`config.mk`:
```
export PLATFORM = sky130hd
export DESIGN_NAME = chacha_perm
export DESIGN_NICKNAME = d
export VERILOG_FILES = /design/src/rtl/chacha_perm.sv
export SDC_FILE = /design/constraint.sdc
export NUM_CORES = 1
export LEC_CHECK = 0
export ABC_AREA = 1
export ABC_CLOCK_PERIOD_IN_PS = 23600
export BUFFER_PORTS_ARGS = -buffer_cell sky130_fd_sc_hd__buf_2
export CORE_AREA = 2 2 405 407
export CTS_BUF_LIST = sky130_fd_sc_hd__clkbuf_8
export DETAILED_ROUTE_END_ITERATION = 8
export DIE_AREA = 0 0 407 409
export GPL_ROUTABILITY_DRIVEN = 0
export PLACE_DENSITY = 0.45
export SLEW_MARGIN = 25
export SYNTH_ARGS = -nofsm -noshare
export SYNTH_HDL_FRONTEND = slang
export SYNTH_SLANG_ARGS = --single-unit
export TNS_END_PERCENT = 1
```
`constraint.sdc`:
```
create_clock -name clk -period 23.6 [get_ports clk]
set_clock_uncertainty 0.15 [all_clocks]
set_input_delay 1.18 -clock clk [delete_from_list [all_inputs] [get_ports clk]]
set_output_delay 1.18 -clock clk [all_outputs]
set_load 0.05 [all_outputs]
```
`src/rtl/chacha_perm.sv`:
```
module chacha_perm #(
  parameter int DROUNDS = 10
) (
  input  logic         clk,
  input  logic         rst,
  input  logic         start,
  input  logic [511:0] state_in,
  output logic         busy,
  output logic         done,
  output logic [511:0] state_out
);
  localparam int QRS = 8 * DROUNDS;
  localparam int CW  = $clog2(QRS);

  logic [CW-1:0] idx;
  logic [31:0]   st [16];

  function automatic logic [31:0] rotl(input logic [31:0] x, input int n);
    return (x << n) | (x >> (32 - n));
  endfunction

  wire [1:0] k    = idx[1:0];
  wire       diag = idx[2];
  wire [3:0] ia = {2'b00, k};
  wire [3:0] ib = {2'b01, k + {1'b0, diag}};
  wire [3:0] ic = {2'b10, k + {diag, 1'b0}};
  wire [3:0] id = {2'b11, k + {diag, diag}};

  wire [31:0] a0 = st[ia];
  wire [31:0] b0 = st[ib];
  wire [31:0] c0 = st[ic];
  wire [31:0] d0 = st[id];

  wire [31:0] a1 = a0 + b0;
  wire [31:0] d1 = rotl(d0 ^ a1, 16);
  wire [31:0] c1 = c0 + d1;
  wire [31:0] b1 = rotl(b0 ^ c1, 12);
  wire [31:0] a2 = a1 + b1;
  wire [31:0] d2 = rotl(d1 ^ a2, 8);
  wire [31:0] c2 = c1 + d2;
  wire [31:0] b2 = rotl(b1 ^ c2, 7);

  always_ff @(posedge clk) begin
    if (rst) begin
      busy <= 1'b0;
      done <= 1'b0;
      idx  <= '0;
    end else begin
      done <= 1'b0;
      if (!busy && start) begin
        for (int i = 0; i < 16; i++) st[i] <= state_in[32*i +: 32];
        busy <= 1'b1;
        idx  <= '0;
      end else if (busy) begin
        for (int i = 0; i < 16; i++) begin
          if (4'(i) == ia)      st[i] <= a2;
          else if (4'(i) == ib) st[i] <= b2;
          else if (4'(i) == ic) st[i] <= c2;
          else if (4'(i) == id) st[i] <= d2;
        end
        if (idx == CW'(QRS - 1)) begin
          busy <= 1'b0;
          done <= 1'b1;
        end else begin
          idx <= idx + 1'b1;
        end
      end
    end
  end

  for (genvar g = 0; g < 16; g++) begin : g_out
    assign state_out[32*g +: 32] = st[g];
  end
endmodule


```
Yosys cells after proc, flatten, opt, wreduce, memory -nomap -nowiden --
Memories as Yosys holds them, arrays and structs flattened. A register that Yosys moved wholly into a read port is not among the register bits. Cells that the tools add are included.
Storage, ports and cells: bits of input ports 515, latch bits 0, logic and storage cells 195, memories kept 1, register bits 9, output and inout port bits 514, memory bits (writable) 512, bits in read-only memories 0
Operators by class: divide/modulo/power cells 0, multiply operators 0, multiplexer cells 129, reduce and logical (&&, ||, !) cells 12, equal/unequal tests 13, bitwise gates (word level) 29, shift operators 0, $add $sub $neg 8, order comparisons 0
Memory list:
- st | depth 16, bits a word 32, rd ports 20, clocked after Yosys merged registers in 1, write ports 16, line 16 | logic [31:0] st [16];
Operators by type and width (count):
- $mux 32 | 19
- $add 32x32->32 | 4
- $xor 32x32->32 | 4
- $mux 1 | 108
- $or 32x12->32 | 1
- $or 32x16->32 | 1
- $or 32x7->32 | 1
- $or 32x8->32 | 1
- $or 1x1->1 | 19
- $eq 2x2->1 const A | 8
- $logic_not 4->1 | 4
- $eq 1x2->1 const A | 4
- $mux 4 | 2
- $add 7x1->7 const B | 1
- $eq 7x7->1 const B | 1
- $logic_not 2->1 | 3
- $add 2x2->2 | 2
- $reduce_or 3->1 | 1
- $add 2x1->2 | 1
- $not 1->1 | 2
- $reduce_and 2->1 | 1
- $reduce_or 2->1 | 1
- $logic_and 1x1->1 | 1
- $logic_not 1->1 | 1

Longest topological paths before layout --
Gate-level depths: netlist of run 1. An unclocked memory read counts as a cell.
word-level depth 17, mapped depth 72

Worst setup path before layout of run 1 --
No wires, ideal clock.
kind register -> register, start point register idx[0], end point memory st[7][19], data pin, slack 14.250 ns, path buffers 2, cell stages (with the launch flop) 60, data arrival time 8.931 ns, path through dfxtp_1 > ha_1 > buf_4 > inv_1 > nor2_2 > inv_2 > buf_2 > o221ai_1 > inv_1 > ha_1 > inv_1 > fa_1 > o21ai_2 > a21oi_1 > o21bai_2 > xor2_2 > nand2_1 > nand2_1 > [... 24 more ...] > nand2_1 > nand2_1 > nand2_1 > nand2_1 > nand2_1 > and2_1 > ha_1 > fa_1 > inv_1 > nor3_1 > nor2_1 > o21bai_1 > a21boi_0 > inv_1 > or2_2 > nand2_1 > xor2_1 > o21ai_0
RTL lines:
- from (decl) | line 15 | logic [CW-1:0] idx;
- from (signal assigned) | line 65 | idx <= idx + 1'b1;
- to (decl) | line 16

==> impl_metrics.json, run 1 <==
{
  "setup.worst_path.end_class": "register",
  "synth.top_cells.by_area": "edfxtp_1 (46%), nand2_1 (16%), ha_1 (4.9%)",
  "vias_per_cell": 4.90,
  "number_of_slew_limit_violations_in_the_final_report": 0,
  "synthArstFlopShare_pct": 0,
  "grt_start_max_net_pins": 75,
  "antenna_violating_nets_post_route": 0,
  "critical_path.most_common_cell": "nand2_1",
  "distinct_cells_synth": 62,
  "die_x_um": 407,
  "drt_pass1_iterations": 8,
  "crit_arrival_ns": 14.19,
  "timing.hold.worst.class": "register to register",
  "initial_core_util_pct": 20.8,
  "mostFrequentLayoutCell": "nand2_1",
  "cts.sinks": 523,
  "outcome": "finished, final reports clean",
  "synth_top_area_share_pct": 45.7,
  "fmax_mhz": 72.7,
  "critical_path_buf_inv_count": 6,
  "logic_depth_of_the_worst_setup_path_including_buffers": 50,
  "max-slew-margin-rel_pct": 28.3,
  "worst_r2r_path_depth": 50,
  "die_height_um": 409,
  "synth_largest_area_cell": "edfxtp_1",
  "clk_pin_slew_worst_paths_ns": 0.06,
  "row_count": 148,
  "critical-path-top-delay-family": "compound AO/OA/AOI/OAI gates",
  "finalHoldViolCount": 0,
  "grt_usage_pct": 25.5,
  "timing.hold.worst_path_depth": 2,
  "rsz_0062_raised_after_global_routing": "false",
  "timing.rr.end": "st[5][18]$_DFFE_PP_",
  "root_buffer_master": "clkbuf_8",
  "buffer_ports.inserted": 1028,
  "post_synth_design_cell_area_um2": 33700,
  "cp_slowest_stage_delay_ns": 0.70,
  "core-area_um2": 162000,
  "grt_pass1_vias": 34702,
  "critical_path.reg2reg.startpoint": "idx[0]$_SDFFE_PP0P_",
  "fin_nets": 5746,
  "hpwlAfterDp_um": 181000,
  "post_cts_resize_count": 0,
  "worst_pin_slew_ns": 1.07,
  "reg2reg_setup_slack_ns": 9.84,
  "yosysSeqAreaShare_pct": 46.3,
  "floorplan.die_area_um2": 166000,
  "synthFlopType": "edfxtp_1",
  "final.setup.tns_ns": 0,
  "timing.critical_path.required_ns": 24.03,
  "cpMaxStageDelayCell": "o221ai_1",
  "synth_edf_count": 512,
  "clock_insertion_delay_worst_skew_ns": 0.85,
  "timing.final.crit_share_pct": 58.3,
  "final-setup-viol-count": 0,
  "max_cap_viol_count": 0,
  "worst_hold_path_endpoint": "idx[6]$_SDFFE_PP0P_",
  "synth.avg_cell_area_um2": 8.30,
  "tritoncts": "done",
  "number_of_remaining_drc_errors": 0,
  "postSynthRegisterBits": 523,
  "mostFrequentLayoutCells": "nand2_1 (1420), buf_2 (1028), edfxtp_1 (512)",
  "ys.warnings.count": 0,
  "syn-num-nets": 4709,
  "timing.final.crit_period_ns": 13.76,
  "criticalPathCategory": "register to register",
  "post-cts-setup-buffer-count": 0,
  "final_layout_size_suffix_gt1_share_pct": 26.7,
  "floorplan.io_pins": 1029,
  "antenna_found_initial": 32,
  "grt.overflow.total": 0,
  "routed_wl_um": 221000,
  "routed-via-count": 36090,
  "htree_levels": 3,
  "worst_hold_slack_ns": 0.323,
  "ctsHoldBuffers": 0,
  "area_growth_pct": 28.8,
  "clk_path_buf_depth": 3,
  "avgRoutedWirePerCell_um": 30.0,
  "grt_pass1_wl_um": 292000,
  "worstSetupStartpointType": "register",
  "timing.hold.worst.start": "idx[6]$_SDFFE_PP0P_",
  "crit_path_max_fanout": 32,
  "drt_iter0_markers": 3580,
  "cts_made_buffers": 100,
  "syn_inst": 4059
}
## metal layers
layer	routed length [µm]	vias up	GRT usage (%)	part of all wire, %
li1	-	15953	-	-
met1	87100	17863	31.0	39
met2	108000	1886	43.7	49
met3	16200	368	5.07	7.3
met4	10200	20	10.7	4.6
met5	112	-	0	0.051
## cell type report
cell class	instances	area, µm²
multi-input combinational	3066	16400
tap	2175	2720
antenna	17	42.5
timing repair buffer	1081	5540
clock buffer	102	1400
sequential	523	15600
clock inverter	78	469
fill	18016	119000
inverter	324	1220
## worst register-to-register path: cells and delay by family, from the launching register on
family	cells	cell delay, ns
xor gates and xnor gates	5	2.52
buffers and inverters	6	1.11
adders and majority gates	6	2.63
DFF	1	0.42
and+or+nand+nor	18	3.18
AOI/OAI and AO/OA	15	3.54
## cells by family after synthesis
| family | count (synthesis) | synth area share (%) |
|---|---|---|
| AO/OA/AOI/OAI | 771 | 14.1 |
| XOR/XNOR | 138 | 4.25 |
| buffers and inverters | 470 | 5.52 |
| AND/OR/NAND/NOR | 2022 | 24.7 |
| flip-flops | 523 | 46.3 |
| adder cells (fa/ha/maj) | 135 | 5.10 |
## per-stage QoR
step | utilization (%) | std cells | area (µm²) | setup slack (ns)
3_5_place_dp | 25.6 | 7169 | 41400 | 10.21
4_1_cts | 26.7 | 7349 | 43300 | 10.17
2_1_floorplan | - | 4059 | 33700 | 14.25
6_report | 26.8 | 7366 | 43400 | 9.84
5_1_grt | 26.7 | 7359 | 43300 | 9.51
3_3_place_gp | 25.5 | 7169 | 41400 | 9.78
## sequential cells by signal, summed over array words and instances, names as in the netlist, named ones only
signal  cells
busy        1
idx         7
done        1
st        512
## worst max-delay path by stage
stage	start	endpoint	slack [ns]
final	idx[0]$_SDFFE_PP0P_	st[5][18]$_DFFE_PP_	9.84
after global routing	idx[0]$_SDFFE_PP0P_	st[6][19]$_DFFE_PP_	9.51
after CTS	idx[0]$_SDFFE_PP0P_	st[5][18]$_DFFE_PP_	10.17
after detailed placement	idx[0]$_SDFFE_PP0P_	st[5][18]$_DFFE_PP_	10.21
after global placement	idx[0]$_SDFFE_PP0P_	st[5][18]$_DFFE_PP_	9.78
after floorplan	idx[0]$_SDFFE_PP0P_	st[7][19]$_DFFE_PP_	14.25
## synth_stat cells (all sizes together), types with 7 or more instances
library cell and n:
dfxtp 11, buf 38, nand3 248, a21oi 139
nor3 26, nand4 14, a22oi 85, xor2 94
and2 16, nor4 7, edfxtp 512, o221ai 42
xnor2 44, o21ai 352, o21bai 19, ha 131
a21boi 7, a31oi 24, nor2 219, o22a 22
a21o 27, or2 30, nand2 1454, clkbuf 108
o22ai 38, inv 321
Power of run 1 is left out: the tool's default activity adds up to more than one toggle a clock period on the data nets, which glitch-free logic cannot reach.
==> run 2: changes to the inputs <==
ABC_CLOCK_PERIOD_IN_PS = 13450   (was 23600)
clock period = 13.45 ns   (was 23.6 ns; I/O delays follow)
==> run 2 against run 1 <==
Wire length up 1.5%. First-iteration DRC count down 0.67%. Hold slack worse by 0.24 ns. Critical path depth up 7. Die area unchanged.
==> impl_metrics.json, run 2 (same netlist as run 1, synthesis figures left out) <==
{
  "outcome": "finished, final reports clean",
  "worst_r2r_path_depth": 57,
  "grt_pass1_vias": 37482,
  "number_of_remaining_drc_errors": 0,
  "met3_wire_length_um": 15400,
  "drt_pass1_iterations": 9,
  "buffer_ports.inserted": 1028,
  "timing.final.crit_share_pct": 95.0,
  "timing.hold.worst_path_depth": 3,
  "met2_wirelength_um": 106000,
  "largest_register_ffs": 512,
  "timing.final.crit_period_ns": 12.78,
  "htree_levels": 3,
  "floorplan.io_pins": 1029,
  "max_cap_viol_count": 0,
  "finalHoldViolCount": 0,
  "grt_usage_pct": 25.9,
  "dpl_worst_slack_ns": 0.826,
  "final_layout_size_suffix_gt1_share_pct": 24.7,
  "area_growth_pct": 43.8,
  "crit_path_max_fanout": 32,
  "max_flop_register": "st",
  "route.top_layer_used": "met5",
  "final.setup.tns_ns": 0,
  "reg2reg_setup_slack_ns": 0.67,
  "initial_core_util_pct": 20.8,
  "row_count": 148,
  "worst_hold_path_endpoint": "st[8][13]$_DFFE_PP_",
  "final-setup-viol-count": 0,
  "cpMaxStageDelayCell": "inv_2",
  "largestRegisters": "st (512), idx (7)",
  "criticalPathCategory": "register to register",
  "antenna_found_initial": 20,
  "tritoncts": "done",
  "max-slew-margin-rel_pct": 26.2,
  "root_buffer_master": "clkbuf_8",
  "routed_wl_um": 224000,
  "mostFrequentLayoutCell": "nand2_1",
  "core-area_um2": 162000,
  "grt_pass1_wl_um": 299000,
  "clk_path_buf_depth": 3,
  "critical_path.most_common_cell": "nand2_1",
  "clk_pin_slew_worst_paths_ns": 0.07,
  "wl_met1_um": 88600,
  "die_x_um": 407,
  "hpwlAfterDp_um": 182000,
  "vias_per_cell": 4.83,
  "cp_slowest_stage_delay_ns": 0.74,
  "setup.worst_path.end_class": "register",
  "worst_pin_slew_ns": 1.11,
  "rsz_0062_raised_after_global_routing": "false",
  "fin_nets": 6263,
  "cts.sinks": 523,
  "critical_path.reg2reg.startpoint": "idx[2]$_SDFFE_PP0P_",
  "grt.overflow.total": 0,
  "die_height_um": 409,
  "worst_hold_slack_ns": 0.0824,
  "mostFrequentLayoutCells": "nand2_1 (1420), buf_2 (1028), edfxtp_1 (512)",
  "routed-via-count": 38048,
  "crit_arrival_ns": 13.21,
  "clock_insertion_delay_worst_skew_ns": 0.88,
  "timing.hold.worst.class": "primary input to register",
  "cts_made_buffers": 104,
  "floorplan.die_area_um2": 166000,
  "fin_ws_ns": 0.668,
  "post-cts-setup-buffer-count": 0,
  "number_of_slew_limit_violations_in_the_final_report": 0,
  "worstSetupStartpointType": "register",
  "timing.critical_path.required_ns": 13.88,
  "drt_iter0_markers": 3556,
  "antenna_violating_nets_post_route": 0,
  "timing.rr.end": "st[6][19]$_DFFE_PP_",
  "grt_start_max_net_pins": 89,
  "fmax_mhz": 78.2,
  "final.fill_count": 17607,
  "avgRoutedWirePerCell_um": 28.5,
  "timing.hold.worst.start": "state_in[269]"
}
run 2: changes by cell type in the layout (fill, tap and decap cells not counted), moves of 3 or more:
cell,previous run,this run
diode_2,17,9
inv_6,0,3
buf_4,53,76
clkinv_1,30,23
dlygate4sd3_1,0,489
run 2: repair_timing:
action                                 CTS  global route
endpoints found under the hold margin  490             0
gates resized for setup                  0             1
hold buffers                           489             0
setup endpoints to repair                0             1
run 2: layer usage:
| metal | track usage (%) | up-vias |
|---|---|---|
| met5 | 0 | - |
| met2 | 43.9 | 1983 |
| li1 | - | 17001 |
| met4 | 14.1 | 10 |
| met1 | 30.9 | 18572 |
| met3 | 4.59 | 482 |
run 2: worst max-delay path by stage:
stage	start	endpoint
2_1_floorplan	idx[0]$_SDFFE_PP0P_	st[7][19]$_DFFE_PP_
3_3_place_gp	idx[2]$_SDFFE_PP0P_	st[4][25]$_DFFE_PP_
3_5_place_dp	idx[2]$_SDFFE_PP0P_	st[6][25]$_DFFE_PP_
4_1_cts	idx[2]$_SDFFE_PP0P_	st[6][25]$_DFFE_PP_
5_1_grt	idx[2]$_SDFFE_PP0P_	st[4][19]$_DFFE_PP_
6_report	idx[2]$_SDFFE_PP0P_	st[6][19]$_DFFE_PP_
run 2: area by class of cell:
cell class                 count  area, µm²  share of cell area [%]
multi-input combinational   3066      16300                    33.7
sequential                   523      15600                    32.2
timing repair buffer        1594      10600                    21.9
tap                         2175       2720                    5.62
clock buffer                 104       1430                    2.96
inverter                     324       1220                    2.52
clock inverter                79        495                    1.02
antenna                        9       22.5                  0.0465
run 2: through the flow:
step	util, %	instance area [µm²]	instances
final	29.9	48400	7874
after global routing	29.9	48400	7870
after CTS	29.9	48400	7865
after detailed placement	25.7	41600	7193
after global placement	25.7	41600	7193
after floorplan	-	33700	4059
run 2: worst max-delay path, delay by kind of cell, from the launching register on:
family          cells  cell delay (ns)
compound gates      9             2.05
simple gates       27             3.91
fa+ha+maj           7             2.65
xor+xnor            3             1.48
buf+inv            11             1.81
flops               1             0.39
Power of run 2 is left out for the same reason.
